[config.mk]
export PLATFORM = sky130hd
export DESIGN_NAME = rx_addr_filter
export DESIGN_NICKNAME = d
export VERILOG_FILES = /design/src/rtl/rxf_pkg.sv /design/src/rtl/dest_addr_track.sv /design/src/rtl/addr_hash_crc.sv /design/src/rtl/mcast_hash_table.sv /design/src/rtl/rx_addr_filter.sv
export SDC_FILE = /design/constraint.sdc
export NUM_CORES = 1
export LEC_CHECK = 0
export BUFFER_PORTS_ARGS = -buffer_cell sky130_fd_sc_hd__buf_2
export CELL_PAD_IN_SITES_DETAIL_PLACEMENT = 1
export CELL_PAD_IN_SITES_GLOBAL_PLACEMENT = 2
export CORE_MARGIN = 2
export CORE_UTILIZATION = 33
export DETAILED_ROUTE_END_ITERATION = 10
export PLACE_DENSITY = 0.8
export SKIP_CTS_REPAIR_TIMING = 1
export SLEW_MARGIN = 5
export SYNTH_ARGS = -nofsm -noshare
export SYNTH_HDL_FRONTEND = slang
export SYNTH_HIERARCHICAL = 1
export SYNTH_SLANG_ARGS = --single-unit
[constraint.sdc]
create_clock -name clk -period 5.2 [get_ports clk]
set_clock_uncertainty 0.05 [all_clocks]
set_input_delay 1.04 -clock clk [delete_from_list [all_inputs] [get_ports clk]]
set_output_delay 1.04 -clock clk [all_outputs]
set_load 0.01 [all_outputs]
[src/rtl/rxf_pkg.sv]
package rxf_pkg;

  localparam int CTL_W       = 8;
  localparam int CTL_PROMISC = 0;
  localparam int CTL_ALLGRP  = 1;
  localparam int CTL_BCAST   = 3;
  localparam int CTL_HASH    = 4;

  typedef struct packed {
    logic promisc;
    logic allgrp;
    logic bcast;
    logic hash;
  } rxf_ctl_t;

  // One byte through the reflected CRC-32, least significant bit first.
  function automatic logic [31:0] crc32_refl_byte(input logic [31:0] c_in,
                                                   input logic [7:0]  d);
    logic [31:0] c;
    logic        fb;
    c = c_in;
    for (int i = 0; i < 8; i++) begin
      fb = c[0] ^ d[i];
      c  = c >> 1;
      if (fb) c = c ^ 32'hEDB8_8320;
    end
    return c;
  endfunction

endpackage

[src/rtl/dest_addr_track.sv]
module dest_addr_track #(
  parameter int ADDR_BYTES = 6
) (
  input  logic                    clk,
  input  logic                    rst,
  input  logic                    in_valid,
  input  logic                    in_sof,
  input  logic [7:0]              in_byte,
  input  logic [8*ADDR_BYTES-1:0] sta_addr,
  output logic                    take,
  output logic                    first,
  output logic                    last,
  output logic                    is_group,
  output logic                    is_bcast,
  output logic                    sta_hit
);
  localparam int CW = $clog2(ADDR_BYTES + 1);
  localparam logic [CW-1:0] POS_LAST = CW'(ADDR_BYTES - 1);
  localparam logic [CW-1:0] POS_DONE = CW'(ADDR_BYTES);

  logic [CW-1:0] cnt_q;
  logic [CW-1:0] pos;
  logic [CW-1:0] sel;
  logic          grp_q, ff_q, hit_q;
  logic          ff_cur, hit_cur;
  logic [7:0]    sta_byte;

  assign pos   = in_sof ? '0 : cnt_q;
  assign take  = in_valid && (in_sof || (cnt_q < POS_DONE));
  assign first = take && (pos == '0);
  assign last  = take && (pos == POS_LAST);
  assign sel   = (pos < POS_DONE) ? pos : '0;

  assign sta_byte = sta_addr[sel*8 +: 8];
  assign ff_cur   = ((pos == '0) ? 1'b1 : ff_q)  && (in_byte == 8'hFF);
  assign hit_cur  = ((pos == '0) ? 1'b1 : hit_q) && (in_byte == sta_byte);

  assign is_group = first ? in_byte[0] : grp_q;
  assign is_bcast = ff_cur;
  assign sta_hit  = hit_cur;

  always_ff @(posedge clk) begin
    if (rst) begin
      cnt_q <= POS_DONE;
      grp_q <= 1'b0;
      ff_q  <= 1'b0;
      hit_q <= 1'b0;
    end else if (take) begin
      cnt_q <= pos + 1'b1;
      grp_q <= is_group;
      ff_q  <= ff_cur;
      hit_q <= hit_cur;
    end
  end

  assert_cnt_range_R9: assert property (@(posedge clk) disable iff (rst)
    cnt_q <= POS_DONE);

  assert_single_last_R9: assert property (@(posedge clk) disable iff (rst)
    last |=> !last);

endmodule

[src/rtl/addr_hash_crc.sv]
module addr_hash_crc #(
  parameter int HASH_W = 6
) (
  input  logic              clk,
  input  logic              rst,
  input  logic              step,
  input  logic              start,
  input  logic [7:0]        din,
  output logic [HASH_W-1:0] idx
);
  import rxf_pkg::*;

  logic [31:0] crc_q;
  logic [31:0] crc_base;
  logic [31:0] crc_next;

  assign crc_base = start ? 32'hFFFF_FFFF : crc_q;
  assign crc_next = crc32_refl_byte(crc_base, din);

  // Index is the top of the MSB-first CRC, i.e. the low bits reversed.
  for (genvar i = 0; i < HASH_W; i++) begin : g_idx
    assign idx[i] = crc_next[HASH_W-1-i];
  end

  always_ff @(posedge clk) begin
    if (rst)       crc_q <= 32'hFFFF_FFFF;
    else if (step) crc_q <= crc_next;
  end

endmodule

[src/rtl/mcast_hash_table.sv]
module mcast_hash_table #(
  parameter int HASH_W = 6
) (
  input  logic                 clk,
  input  logic                 rst,
  input  logic                 we,
  input  logic [2**HASH_W-1:0] wdata,
  input  logic [HASH_W-1:0]    rd_idx,
  output logic                 rd_bit
);
  localparam int NBYTES = 2**(HASH_W-3);

  logic [7:0] mem [NBYTES];

  always_ff @(posedge clk) begin
    for (int k = 0; k < NBYTES; k++) begin
      if (rst)     mem[k] <= '0;
      else if (we) mem[k] <= wdata[8*k +: 8];
    end
  end

  assign rd_bit = mem[rd_idx[HASH_W-1:3]][rd_idx[2:0]];

  for (genvar k = 0; k < NBYTES; k++) begin : g_chk
    assert_hold_R7: assert property (@(posedge clk) disable iff (rst)
      !we |=> $stable(mem[k]));
  end

endmodule

[src/rtl/rx_addr_filter.sv]
module rx_addr_filter #(
  parameter int ADDR_BYTES = 6,
  parameter int HASH_W     = 6
) (
  input  logic                    clk,
  input  logic                    rst,
  input  logic                    ctl_we,
  input  logic [7:0]              ctl_wdata,
  input  logic                    sta_we,
  input  logic [8*ADDR_BYTES-1:0] sta_wdata,
  input  logic                    tbl_we,
  input  logic [2**HASH_W-1:0]    tbl_wdata,
  input  logic                    in_valid,
  input  logic                    in_sof,
  input  logic [7:0]              in_byte,
  output logic                    res_valid,
  output logic                    res_accept
);
  import rxf_pkg::*;

  rxf_ctl_t                ctl_q;
  logic [8*ADDR_BYTES-1:0] sta_q;
  logic                    trk_take, trk_first, trk_last;
  logic                    trk_group, trk_bcast, trk_hit;
  logic [HASH_W-1:0]       hash_idx;
  logic                    hash_bit;
  logic                    accept_now;
  logic                    unused_ctl;

  assign unused_ctl = ^{ctl_wdata[7:5], ctl_wdata[2]};

  always_ff @(posedge clk) begin
    if (rst) begin
      ctl_q <= '0;
      sta_q <= '0;
    end else begin
      if (ctl_we) begin
        ctl_q.promisc <= ctl_wdata[CTL_PROMISC];
        ctl_q.allgrp  <= ctl_wdata[CTL_ALLGRP];
        ctl_q.bcast   <= ctl_wdata[CTL_BCAST];
        ctl_q.hash    <= ctl_wdata[CTL_HASH];
      end
      if (sta_we) sta_q <= sta_wdata;
    end
  end

  dest_addr_track #(.ADDR_BYTES(ADDR_BYTES)) u_track (
    .clk(clk), .rst(rst),
    .in_valid(in_valid), .in_sof(in_sof), .in_byte(in_byte),
    .sta_addr(sta_q),
    .take(trk_take), .first(trk_first), .last(trk_last),
    .is_group(trk_group), .is_bcast(trk_bcast), .sta_hit(trk_hit)
  );

  addr_hash_crc #(.HASH_W(HASH_W)) u_crc (
    .clk(clk), .rst(rst),
    .step(trk_take), .start(trk_first), .din(in_byte),
    .idx(hash_idx)
  );

  mcast_hash_table #(.HASH_W(HASH_W)) u_tbl (
    .clk(clk), .rst(rst),
    .we(tbl_we), .wdata(tbl_wdata),
    .rd_idx(hash_idx), .rd_bit(hash_bit)
  );

  always_comb begin
    if (ctl_q.promisc || trk_hit)
      accept_now = 1'b1;
    else if (trk_bcast)
      accept_now = ctl_q.bcast;
    else
      accept_now = trk_group && (ctl_q.allgrp || (ctl_q.hash && hash_bit));
  end

  always_ff @(posedge clk) begin
    if (rst) begin
      res_valid  <= 1'b0;
      res_accept <= 1'b0;
    end else begin
      res_valid  <= trk_last;
      res_accept <= trk_last && accept_now;
    end
  end

  assert_valid_pulse_R2: assert property (@(posedge clk) disable iff (rst)
    res_valid |=> !res_valid);

  assert_accept_qual_R2: assert property (@(posedge clk) disable iff (rst)
    !res_valid |-> !res_accept);

  assert_promisc_R3: assert property (@(posedge clk) disable iff (rst)
    (trk_last && ctl_q.promisc) |=> (res_valid && res_accept));

  assert_station_R4: assert property (@(posedge clk) disable iff (rst)
    (trk_last && trk_hit) |=> res_accept);

endmodule

==> flow_metrics.py, run 1 <==
metrics = {
    "logic_synthesis": {
        "synth_mux_area_frac": 0.125,
        "synth_flop_cell": "dfxtp_1",
        "synth_nets": 933,
        "synth-adder-area-share": 0.00457,
        "yosysTopAreaCell": "edfxtp_1",
        "synth_area_leaders": "edfxtp_1 (23%), dfxtp_1 (22%), mux2i_1 (8.2%)",
        "ys_ff_latch": 156,
        "synth_common_cells": "nor2_1 (114), dfxtp_1 (92), and2_1 (67), mux2i_1 (67), edfxtp_1 (64)",
        "synth_top_area_share": 0.234,
        "synth_cells": 795,
        "ys_async_sr_fraction": 0,
        "synth_top_family_by_area": "simple AND/OR/NAND/NOR gates",
        "synth-simple-area-share": 0.178,
        "synth-compound-area-share": 0.0979,
        "synth_edf_count": 64,
        "synth_xor_area_frac": 0.0881,
        "syn_area_sq_um": 8220,
        "seq_area_frac_synth": 0.458,
        "ys_types": 68,
        "syn_area_per_cell_sq_um": 10.3,
        "synth_warnings": 6,
        "synth.most_common_cell": "nor2_1",
    },
    "global_route": {
        "grt_max_degree": 65,
        "antenna_found_initial": 1,
        "grt_pass1_wl_mm": 34.1,
        "grt_pass1_vias": 6369,
        "grt_remaining_overflow": 0,
        "grt_usage": 0.166,
    },
    "place": {
        "placedCellCount": 1217,
        "gp_routability_congestion": 0.821,
        "post-dp-hpwl_mm": 15.1,
        "pre_cts_slack_ps": 132,
        "portBuffers": 132,
    },
    "timing": {
        "fin_tns_setup_ps": 0,
        "rsz0062_at_grt": "false",
        "slew_viol_final": 0,
        "tightest_slew_ps": 813,
        "min_period_ps": 4610,
        "finalHoldViolCount": 0,
        "fmax_mhz": 217,
        "max-slew-margin-rel": 0.458,
        "setup_slack_ps": 586,
        "finalSetupViolations": 0,
        "period_share": 0.887,
    },
    "pwr": {
        "total_power_w": 0.00400,
        "p_comb_frac": 0.318,
        "power_per_cell_area_nw_per_um2": 410,
        "switchingPower_w": 0.00133,
        "p_leak_nw": 4.07,
        "p_seq_frac": 0.365,
        "swShare": 0.331,
        "clock_power_share": 0.317,
        "internal-power_w": 0.00267,
        "ir_worst_vdd_mv": 0.195,
    },
    "worst_setup_path": {
        "cp-end-kind": "flip-flop",
        "r2r-end": "res_accept$_SDFF_PP0_",
        "path_depth": 22,
        "worstPathArrival_ps": 4930,
        "rr_startpoint": "u_track/cnt_q[0]$_SDFFE_PP0P_",
        "worst_path_max_delay_cell": "xnor2_1",
        "regToRegSetupSlack_ps": 960,
        "r2r_cells": 20,
        "critical_path.endpoint": "res_accept$_SDFF_PP0_",
        "cp_slowest_stage_delay_ps": 400,
        "cp_num_buf_inv": 6,
        "critPathTopFamily": "simple AND/OR/NAND/NOR gates",
        "startpoint": "in_sof",
        "path_max_fanout": 19,
        "worstPathCellList": "buf_2, nor2b_1, inv_1, ha_1, and2_1, nand2_1, inv_1, buf_4, buf_4, o21ai_0, nand2_1, xnor2_1, xor2_1, buf_4, nand2_1, nor3_1, nor4_1, and3_1, a211oi_2, a21oi_1, o21ai_0, o31a_1",
        "start_kind": "primary input",
        "critPathRequiredTime_ps": 5520,
        "setup.worst_path.class": "in -> reg",
    },
    "cts": {
        "cts_tree": "built",
        "cts_buffers": 17,
        "cts_root_buf": "clkbuf_16",
        "htreeDepth": 4,
        "cts_max_path_buffers": 2,
        "cts.clk_slew.worst_paths_ps": 60,
        "insertion_delay_ps": 430,
        "clkSinkCount": 156,
    },
    "layout": {
        "final_cells": 1250,
        "fillers": 2831,
        "utilization": 0.400,
        "syn_to_final_growth_pct": 18.6,
        "drive_above_1_share": 0.249,
        "fin_nets": 1050,
    },
    "die": {
        "die-height_um": 162,
        "start_util": 0.337,
        "die_w_um": 162,
        "coreArea_sq_um": 24400,
        "dieArea_sq_um": 26200,
        "row_count": 57,
        "io_pins": 137,
    },
    "hold_path": {
        "min_path_type": "reg -> reg",
    },
    "run": {
        "drv_cap": 0,
    },
    "detailed_routing": {
        "via_per_inst": 4.83,
        "drtIter0Drc": 321,
        "dr.pass1.iters": 4,
        "drcViolationCount": 0,
        "vias": 6033,
        "wire_per_inst_um": 16.8,
        "wl_mm": 21.0,
        "drtAntennaViolNets": 0,
    },
    "status": {
        "status": "finished, final reports clean",
    },
}
## state kept, by name, indices dropped and copies added, names as in the netlist, 3 cells and up
signal         cells
u_tbl/mem         64
sta_q             48
u_crc/crc_q       32
ctl_q              4
u_track/cnt_q      3
## power by group through the flow
| stage | Sequential (W) | Clock [W] | Combinational, W |
|---|---|---|---|
| 5_1_grt | 0.00147 | 0.00135 | 0.00140 |
| 4_1_cts | 0.00146 | 0.00130 | 0.00129 |
| 3_3_place_gp | 0.00148 | 0 | 0.00126 |
| 6_report | 0.00146 | 0.00127 | 0.00127 |
| 3_5_place_dp | 0.00149 | 0 | 0.00128 |
| 2_1_floorplan | 0.00146 | 0 | 0.000996 |
## worst min-delay path, delay by kind of cell, from the launching register on
kind,cells,cell delay (ps)
and+or+nand+nor,1,60
DFF,1,330
muxes,1,70
## worst min-delay path by stage
| stage | slack (ps) | to | start | cells after the start |
|---|---|---|---|---|
| 6_report | 430 | u_crc/crc_q[13]$_SDFFE_PP1P_ | u_crc/crc_q[13]$_SDFFE_PP1P_ | 2 |
| 4_1_cts | 440 | u_crc/crc_q[13]$_SDFFE_PP1P_ | u_crc/crc_q[13]$_SDFFE_PP1P_ | 2 |
| 3_5_place_dp | 420 | u_crc/crc_q[11]$_SDFFE_PP1P_ | u_crc/crc_q[11]$_SDFFE_PP1P_ | 2 |
| 5_1_grt | 460 | u_crc/crc_q[12]$_SDFFE_PP1P_ | u_crc/crc_q[12]$_SDFFE_PP1P_ | 2 |
| 2_1_floorplan | 390 | u_crc/crc_q[12]$_SDFFE_PP1P_ | u_crc/crc_q[12]$_SDFFE_PP1P_ | 2 |
| 3_3_place_gp | 410 | u_crc/crc_q[14]$_SDFFE_PP1P_ | u_crc/crc_q[14]$_SDFFE_PP1P_ | 2 |
## layout make-up
class / count / area, sq um / area share
diodes: 1 / 2.50 / 0.000257
clock buffers: 17 / 425 / 0.0436
clock inverters: 15 / 171 / 0.0176
inverters: 13 / 48.8 / 0.00501
multi-input cells: 565 / 4070 / 0.417
flip-flops and latches: 156 / 3760 / 0.386
well taps: 324 / 405 / 0.0416
repair buffers: 159 / 863 / 0.0886
## through the flow
stage	area, sq um	hold slack [ps]
global route	9750	459
CTS	9750	437
global placement	9150	407
floorplan	8220	392
finish	9750	428
detailed placement	9150	420
## logic make-up after synthesis
group                    Yosys count
AND/OR/NAND/NOR                  288
flip-flops                       156
AO/OA/AOI/OAI                    111
multiplexers                      86
XOR/XNOR                          77
buffers and inverters             74
adder cells (fa/ha/maj)            3
## per-layer routing
layer | vias up | global-route usage | wire [um]
met5 | - | 0 | 0
met4 | 0 | 0.0447 | 225
met3 | 18 | 0.0360 | 816
met2 | 132 | 0.257 | 9360
met1 | 2849 | 0.235 | 10600
li1 | 3034 | - | -
## layout by cell type, fill, tap and decap left out, drive strengths merged, types with 5 or more instances in the layout
master and count:
buf 159, nor2 114, dfxtp 92, mux2i 67, and2 67, edfxtp 64
xnor2 52, nand2 33, xor2 23, o21ai 22, inv 22, clkbuf 17
o22ai 14, o211ai 12, nor2b 12, mux4 12, a21oi 11, nor3 11
nand2b 10, a211oi 9, a211o 8, o22a 7, mux2 7, and3 6
nor4 5, nand4 5
Power figures use the tool's default switching activity.
==> run 2: changes to the inputs <==
- CORE_ASPECT_RATIO: default -> 0.5
- PLACE_DENSITY: 0.8 -> 0.78
==> run 2 against run 1 <==
Net effect:
- global-route usage up 1.0 points
- wire length rose by 3.6%
- sequential share of layout area barely moved
- utilization up 0.28 points
- critical endpoint unchanged
==> flow_metrics.py, run 2 (synthesized netlist as in run 1, its figures left out) <==
metrics = {
    "status": {
        "status": "finished, final reports clean",
    },
    "global_route": {
        "antenna_found_initial": 0,
        "grt_remaining_overflow": 0,
        "grt_max_degree": 65,
        "grt_pass1_vias": 6540,
        "grt_pass1_wl_mm": 34.9,
        "grt_usage": 0.176,
    },
    "detailed_routing": {
        "wire_per_inst_um": 17.2,
        "drcViolationCount": 0,
        "vias": 6162,
        "drtAntennaViolNets": 0,
        "via_per_inst": 4.89,
        "wl_mm": 21.7,
        "dr.pass1.iters": 5,
        "drtIter0Drc": 227,
    },
    "pwr": {
        "p_leak_nw": 4.07,
        "total_power_w": 0.00400,
        "ir_worst_vdd_mv": 0.244,
        "power_per_cell_area_nw_per_um2": 411,
    },
    "timing": {
        "slew_viol_final": 0,
        "period_share": 0.930,
        "fin_hold_ws_ps": 431,
        "setup_slack_ps": 362,
        "tightest_slew_ps": 1160,
        "fmax_mhz": 207,
        "rsz0062_at_grt": "false",
        "max-slew-margin-rel": 0.226,
        "fin_tns_setup_ps": 0,
        "finalHoldViolCount": 0,
        "min_period_ps": 4840,
        "finalSetupViolations": 0,
    },
    "die": {
        "die-height_um": 116,
        "row_count": 40,
        "dieArea_sq_um": 26300,
        "io_pins": 137,
        "die_w_um": 227,
        "start_util": 0.339,
        "coreArea_sq_um": 24200,
    },
    "layout": {
        "largest_register_ffs": 64,
        "syn_to_final_growth_pct": 18.6,
        "final_common_cell": "buf_2",
        "drive_above_1_share": 0.245,
        "multi_input_area_sq_um": 4070,
        "finalInstanceArea_sq_um": 9750,
        "final_cell_mix": "buf_2 (132), nor2_1 (114), dfxtp_1 (92)",
        "fillers": 2745,
        "fin_nets": 1050,
        "n_antenna_cell": 0,
        "seq_area_sq_um": 3760,
        "largest-register": "u_tbl/mem",
        "largest_registers": "u_tbl/mem x64, sta_q x48, u_crc/crc_q x32",
    },
    "place": {
        "pre_cts_slack_ps": -111,
        "dpl_cell_area_sq_um": 9160,
        "post-dp-hpwl_mm": 15.7,
        "gp_routability_congestion": 0.819,
        "portBuffers": 132,
    },
    "worst_setup_path": {
        "startpoint": "in_sof",
        "setup.worst_path.class": "in -> reg",
        "critPathRequiredTime_ps": 5540,
        "cp-end-kind": "flip-flop",
        "rr_startpoint": "u_track/cnt_q[1]$_SDFFE_PP1P_",
        "worstPathArrival_ps": 5170,
        "start_kind": "primary input",
        "path_max_fanout": 14,
    },
    "cts": {
        "cts_root_buf": "clkbuf_16",
        "cts_tree": "built",
        "cts_max_path_buffers": 2,
        "htreeDepth": 4,
        "cts.clk_slew.worst_paths_ps": 60,
        "cts_buffers": 17,
        "insertion_delay_ps": 450,
        "clkSinkCount": 156,
    },
    "hold_path": {
        "min_path_type": "reg -> reg",
        "hold_start": "u_crc/crc_q[14]$_SDFFE_PP1P_",
    },
    "run": {
        "drv_cap": 0,
    },
}
-- run 2: cell types whose count changed in the layout (fill, tap and decap cells not counted) --
cell	before	now
bufinv_16	1	2
clkinv_1	0	3
clkinv_4	0	3
clkinv_8	2	0
clkinvlp_2	1	0
clkinvlp_4	2	1
diode_2	1	0
inv_8	4	1
-- run 2: final cells by class --
class	count	area share
clock buffer	17	0.0436
inverter	13	0.00501
multi-input combinational	565	0.417
timing repair buffer	159	0.0886
sequential	156	0.386
clock inverter	15	0.0164
tap	336	0.0431
-- run 2: where the power goes --
group | leakage [nW] | total, W | internal (W) | switching (W)
combinational | 2.34 | 0.00128 | 0.000594 | 0.000691
clock | 0.284 | 0.00126 | 0.000714 | 0.000547
sequential | 1.45 | 0.00146 | 0.00139 | 0.0000660
-- run 2: worst paths after layout --
path                                                     end  slack (ps)  cells after the start
worst max-delay path                   res_accept$_SDFF_PP0_         360                     20
worst min register to register  u_crc/crc_q[14]$_SDFFE_PP1P_         430                      2
worst max register to register         res_accept$_SDFF_PP0_         740                     19
worst min-delay path            u_crc/crc_q[14]$_SDFFE_PP1P_         430                      2
-- run 2: per-layer routing --
metal  vias up  global-route usage  part of all wire
met5         -                   0                 0
met4         0              0.0566             0.015
met3        26              0.0487             0.040
met2       109               0.288              0.46
met1      3009               0.228              0.49
li1       3018                   -                 -
-- run 2: worst max-delay path: stages --
cell      delay (ps)
buf_2            140
nor2b_1          200
inv_1             90
ha_1             190
and2_1           150
nand2_1          100
inv_1            150
nor2_1           200
xnor2_2          150
xor2_1           140
xnor2_2          890
buf_4            320
nand2b_1         160
o211ai_1         130
a221oi_2         250
a211oi_2          60
a211oi_2         370
a21oi_1          130
o21ai_0          170
o31a_1           130
-- run 2: per-stage QoR --
step | utilization | std cells
2_1_floorplan | - | 795
3_3_place_gp | 0.378 | 1229
3_5_place_dp | 0.378 | 1229
4_1_cts | 0.402 | 1261
5_1_grt | 0.402 | 1261
6_report | 0.402 | 1261
